[config.mk]
export PLATFORM = sky130hd
export DESIGN_NAME = sram_pipe
export DESIGN_NICKNAME = d
export VERILOG_FILES = /design/src/rtl/sram_pkg.sv /design/src/rtl/sram_ctrl.sv /design/src/rtl/sram_datapath.sv /design/src/rtl/sram_pipe.sv
export SDC_FILE = /design/constraint.sdc
export NUM_CORES = 2
export LEC_CHECK = 0
export ABC_CLOCK_PERIOD_IN_PS = 7400
export BUFFER_PORTS_ARGS = -buffer_cell sky130_fd_sc_hd__buf_2
export CAP_MARGIN = 5
export CELL_PAD_IN_SITES_DETAIL_PLACEMENT = 1
export CELL_PAD_IN_SITES_GLOBAL_PLACEMENT = 2
export CORE_AREA = 2 2 603 605
export DETAILED_ROUTE_END_ITERATION = 8
export DIE_AREA = 0 0 605 607
export GPL_ROUTABILITY_DRIVEN = 0
export PLACE_DENSITY_LB_ADDON = 0.1
export SLEW_MARGIN = 20
export SYNTH_ARGS = -nofsm -noshare
export SYNTH_HDL_FRONTEND = slang
export SYNTH_HIERARCHICAL = 1
export SYNTH_MEMORY_MAX_BITS = 65536
export SYNTH_SLANG_ARGS = --single-unit
export TNS_END_PERCENT = 30
[constraint.sdc]
create_clock -name clk -period 7.4 [get_ports clk]
set_clock_uncertainty 0.15 [all_clocks]
set_input_delay 0.74 -clock clk [delete_from_list [all_inputs] [get_ports clk]]
set_output_delay 0.74 -clock clk [all_outputs]
set_load 0.01 [all_outputs]
[src/rtl/sram_pkg.sv]
package sram_pkg;
  localparam int LANES  = 4;
  localparam int LANE_W = 9;
  localparam int WORD_W = LANES * LANE_W;

  typedef struct packed {
    logic [LANES-1:0] wrLane;
    logic             rdEn;
    logic             maskFirst;
  } ctrl_strb_t;
endpackage

[src/rtl/sram_ctrl.sv]
module sram_ctrl
  import sram_pkg::*;
(
  input  logic             clk,
  input  logic             rstN,
  input  logic             ce1N,
  input  logic             ce2,
  input  logic             ce3N,
  input  logic             gwN,
  input  logic             bweN,
  input  logic [LANES-1:0] bwN,
  input  logic             sleep,
  output ctrl_strb_t       strb
);
  logic chipSel;
  logic active;
  logic prevSelQ;
  logic [LANES-1:0] laneSel;

  assign chipSel = ~ce1N & ce2 & ~ce3N;
  assign active  = chipSel & ~sleep;

  always_comb begin
    laneSel = '0;
    if (active) begin
      if (!gwN)       laneSel = '1;
      else if (!bweN) laneSel = ~bwN;
    end
  end

  assign strb.wrLane    = laneSel;
  assign strb.rdEn      = active & (laneSel == '0);
  assign strb.maskFirst = active & (laneSel == '0) & ~prevSelQ;

  // selection history; frozen while asleep
  always_ff @(posedge clk or negedge rstN) begin
    if (!rstN)       prevSelQ <= 1'b0;
    else if (!sleep) prevSelQ <= chipSel;
  end

  // no activity without full chip-enable decode
  a_r1_deselect_quiet: assert property (@(posedge clk) disable iff (!rstN)
    (ce1N || !ce2 || ce3N) |-> (strb.wrLane == '0 && !strb.rdEn));
  // global write covers every lane
  a_r2_global_all: assert property (@(posedge clk) disable iff (!rstN)
    (!ce1N && ce2 && !ce3N && !sleep && !gwN) |-> (&strb.wrLane));
  // sleep blocks all strobes
  a_r7_sleep_idle: assert property (@(posedge clk) disable iff (!rstN)
    sleep |-> (strb.wrLane == '0 && !strb.rdEn));
endmodule

[src/rtl/sram_datapath.sv]
module sram_datapath
  import sram_pkg::*;
#(
  parameter int ADDR_W = 7
) (
  input  logic              clk,
  input  logic              rstN,
  input  logic [ADDR_W-1:0] addr,
  input  logic [WORD_W-1:0] wData,
  input  logic              oeN,
  input  ctrl_strb_t        strb,
  output logic [WORD_W-1:0] rData,
  output logic              rDrive
);
  localparam int DEPTH = 1 << ADDR_W;

  logic [WORD_W-1:0] mem [DEPTH];
  logic [WORD_W-1:0] oldWord;
  logic [WORD_W-1:0] newWord;
  logic [WORD_W-1:0] rdReg;
  logic              rdValidQ;
  logic              maskQ;

  assign oldWord = mem[addr];

  for (genvar i = 0; i < LANES; i++) begin : g_lane
    assign newWord[i*LANE_W +: LANE_W] = strb.wrLane[i] ? wData[i*LANE_W +: LANE_W]
                                                         : oldWord[i*LANE_W +: LANE_W];
  end

  always_ff @(posedge clk) begin
    if (|strb.wrLane) mem[addr] <= newWord;
    if (strb.rdEn)    rdReg <= oldWord;
  end

  always_ff @(posedge clk or negedge rstN) begin
    if (!rstN) begin
      rdValidQ <= 1'b0;
      maskQ    <= 1'b0;
    end else begin
      rdValidQ <= strb.rdEn;
      maskQ    <= strb.maskFirst;
    end
  end

  assign rDrive = rdValidQ & ~maskQ & ~oeN;
  assign rData  = rDrive ? rdReg : '0;

  // drive only with output enable, only after a read
  a_r5_needs_oe: assert property (@(posedge clk) disable iff (!rstN)
    rDrive |-> !oeN);
  a_r5_after_read: assert property (@(posedge clk) disable iff (!rstN)
    rDrive |-> $past(strb.rdEn));
  a_r5_quiet_zero: assert property (@(posedge clk) disable iff (!rstN)
    !rDrive |-> (rData == '0));
  // first read after deselect never driven
  a_r6_first_masked: assert property (@(posedge clk) disable iff (!rstN)
    rDrive |-> !$past(strb.maskFirst));
endmodule

[src/rtl/sram_pipe.sv]
module sram_pipe
  import sram_pkg::*;
#(
  parameter int ADDR_W = 7
) (
  input  logic              clk,
  input  logic              rstN,
  input  logic [ADDR_W-1:0] addr,
  input  logic              ce1N,
  input  logic              ce2,
  input  logic              ce3N,
  input  logic              gwN,
  input  logic              bweN,
  input  logic [LANES-1:0]  bwN,
  input  logic              oeN,
  input  logic              sleep,
  input  logic [WORD_W-1:0] wData,
  output logic [WORD_W-1:0] rData,
  output logic              rDrive
);
  ctrl_strb_t strb;

  sram_ctrl u_ctrl (
    .clk(clk), .rstN(rstN), .ce1N(ce1N), .ce2(ce2), .ce3N(ce3N),
    .gwN(gwN), .bweN(bweN), .bwN(bwN), .sleep(sleep), .strb(strb)
  );

  sram_datapath #(.ADDR_W(ADDR_W)) u_dp (
    .clk(clk), .rstN(rstN), .addr(addr), .wData(wData), .oeN(oeN),
    .strb(strb), .rData(rData), .rDrive(rDrive)
  );
endmodule

==> summary.txt <==
Final layout
  • Design Area, Final: 0.203 sq mm
  • Nets: 10400
  • Fillers: about 32000
  • Area of the multi-input gates: 0.0352 sq mm
  • P&R area growth vs syn: 14.9%
  • Register area: ~0.14 sq mm
  • Post-route insts no fill: ~16000
  • Util after Layout: a little under three fifths
  • Share of post-route cells with drive strength above 1: between 10% and 20%

Global route
  • First-pass GRT wire length: between 900000 and 1000000 um
  • Number of global-route vias before repair: roughly 110k
  • Initial antenna violation count: 37
  • Largest net degree at the start of global routing: about 130
  • Gr ovfl total: 0
  • Gr usage total: a little over a third

Setup path
  • Worst setup EP type: flip-flop
  • WP buf/inv: 7
  • CP max stage delay: 0.84 ns
  • WP data arrival: 5.95 ns
  • Kind of critical path: primary input to flip-flop
  • R2R cell count: 9
  • WP depth: 13
  • CP delay by family, top: compound AO/OA/AOI/OAI gates
  • Worst path slowest cell: a222oi_1
  • Crit Path Max Fanout: 36
  • Most used cell along the critical path: buf_4
  • R2r startpoint: u_dp/mem[70][9]
  • Critical path required time: 7.92 ns
  • Critical Path Source: addr[0]
  • Crit-path cells: buf_8, buf_4, nor2b_4, buf_4, buf_12, a221o_1, a222oi_1, o2111ai_2, buf_4, a2111oi_2, buf_4, a31oi_4, buf_4
  • Crit start category: primary input

Floorplanning
  • Initial Util: 48.9%
  • Die Ht: about 610 um
  • Die W: a little over 600 um
  • Core outline area: approximately 0.36 sq mm
  • Cell row count: between 200 and 250
  • Num ports: 93
  • Die area: about 0.37 sq mm

Synthesis
  • Dominant cell type by area after synthesis: edfxtp_1
  • Share of the synthesized area in the top cell type: about four fifths
  • Ys flop type: edfxtp_1
  • Top cells by area, synth: edfxtp_1, a221oi_1, mux2_2
  • Leading cell type by number of instances after synthesis: edfxtp_1
  • Synthesis Warnings: 6
  • Post-synth top cells: edfxtp_1, a221oi_1, clkbuf_1, a21oi_1, nor2_1
  • #FFs+latches synth: 4647
  • Synth Area per Inst: about 18 sq um
  • Fraction of registers with async set/reset: 0.0646%
  • Syn_nets: 10000
  • Post-synthesis sequential area ratio: 79.1%
  • Cell area after synthesis: about 0.18 sq mm
  • Syn Inst Count: between 9000 and 10000
  • Post-synth EDFFs: about 4600
  • Distinct cells, synth: 70

Clock tree
  • Clk buf depth: 4
  • CTS buffer count: between 400 and 500
  • Clock insertion delay at the later pin of the skew report: around 1.0 ns
  • CTS tree: built
  • CTS resizes: 0
  • Clk Tree Root Cell: clkbuf_16
  • Post-CTS Hold Fix Bufs: 7
  • Setup bufs post-CTS: 0
  • Reg clk slew, reported paths: about 0.060 ns
  • # clock sinks: ~4600
  • H-Tree Depth: 5

Placement
  • DP Wirelength: ~400000 um
  • Number of port buffers: 92
  • Pre-CTS setup slack: 1.13 ns
  • Placed Instances: 14600
  • DP Area: ~0.19 sq mm

STA
  • Final WS setup: between 1.5 and 2 ns
  • Clock period minus worst slack: 5.43 ns
  • Slew of the pin with the lowest slew margin: roughly 1.4 ns
  • Final Hold Viols: 0
  • Fin crit share: around three quarters
  • FMAX: approximately 180 MHz
  • Setup-failing EPs final: 0
  • Max-slew violation count: 0
  • TNS Setup: 0 ns
  • Slew headroom: 8.21%
  • Unrepaired setup endpoints after global routing: false

Route
  • Remaining DRCs: 0
  • First-pass DRT Iterations: 6
  • DR vias/cell: 7.11
  • Antenna Nets Post-Route: 0
  • 1st-iter DRT viols: about 17000
  • DR vias: 111000
  • Total wire length: around 670000 um
  • Drt wl/cell: 43.1 um

Min path
  • Hold_sp: wData[27]
  • WHS Path Cells: 3
  • Hold Path Class: primary input to flip-flop

Pwr
  • Leak pwr: roughly 63 nW
  • Maximum vdd drop: approximately 0.22 mV
  • Power Density: 291 mW/mm^2

Flow run
  • Max-cap violations: 0

Outcome
  • Status: finished clean
-- worst min-delay path: cells and delay by family --
family | cells | cell delay (ns)
simple gates | 1 | 0.18
buf+inv | 1 | 0.10
compound gates | 1 | 0.10
-- worst paths after layout --
kind / end / slack (ns)
max reg2reg: u_dp/mem[78][9] / 2.82
min: u_dp/mem[43][27] / 0.15
min in group asynchronous: u_dp/maskQ / 0.45
min reg2reg: u_dp/rdReg[29] / 0.70
max in group asynchronous: u_ctrl/prevSelQ / 6.52
max: u_dp/mem[78][9] / 1.97
-- per-layer routing --
metal / part of all wire, % / up-vias / GRT usage [%]
met4: 5.7 / 10 / 17.0
met3: 11 / 1245 / 7.70
met5: 0.010 / - / 0
li1: - / 43000 / -
met2: 46 / 7098 / 56.1
met1: 38 / 59300 / 49.0
-- state kept, by name, indices dropped and copies added, names as in the netlist --
signal           count
u_dp/mem          4608
u_dp/rdReg          36
u_ctrl/prevSelQ      1
u_dp/maskQ           1
u_dp/rdValidQ        1
-- per-stage QoR --
step	total power [mW]	hold slack, ns
CTS	59.0	0.100
global route	60.2	0.165
detailed placement	35.8	0.340
floorplan	33.2	0.292
global placement	35.6	0.348
finish	59.0	0.150
-- power by group --
group / internal [mW] / leakage [nW] / switching [mW] / total, mW
sequential: 30.2 / 41.8 / 0.00891 / 30.2
clock: 13.4 / 7.28 / 10.2 / 23.6
combinational: 1.10 / 13.8 / 4.05 / 5.15
total: 44.7 / 62.9 / 14.3 / 59.0
-- placed cells by master (no fill, tap or decap), types with 84 or more instances in the layout --
cell       instances
a21oi_1          435
a221oi_1        1311
a22oi_1          276
buf_12           121
buf_2             89
buf_4            472
clkbuf_1         109
clkbuf_16        486
clkinv_1         131
edfxtp_1        4644
mux2_2           192
mux2i_1          119
mux4_2            84
nand2_1          296
nor2_1           301
nor2_4           130
o21ai_0          278
o22ai_1          198
-- area by class of cell --
type / instances / area share, %
sequential: 4647 / 68.8
antenna: 40 / 0.0494
tap: 4794 / 2.96
timing repair buffer: 703 / 3.37
multi-input combinational: 4505 / 17.4
inverter: 10 / 0.0296
clock inverter: 270 / 1.17
clock buffer: 595 / 6.20
-- cells by family after synthesis --
| kind of cell | synth area share [%] |
|---|---|
| buffers and inverters | 2.03 |
| multiplexers | 3.15 |
| flip-flops | 79.1 |
| AND/OR/NAND/NOR | 2.89 |
| AO/OA/AOI/OAI | 12.8 |
No activity file was read; power rests on OpenSTA's default activity.
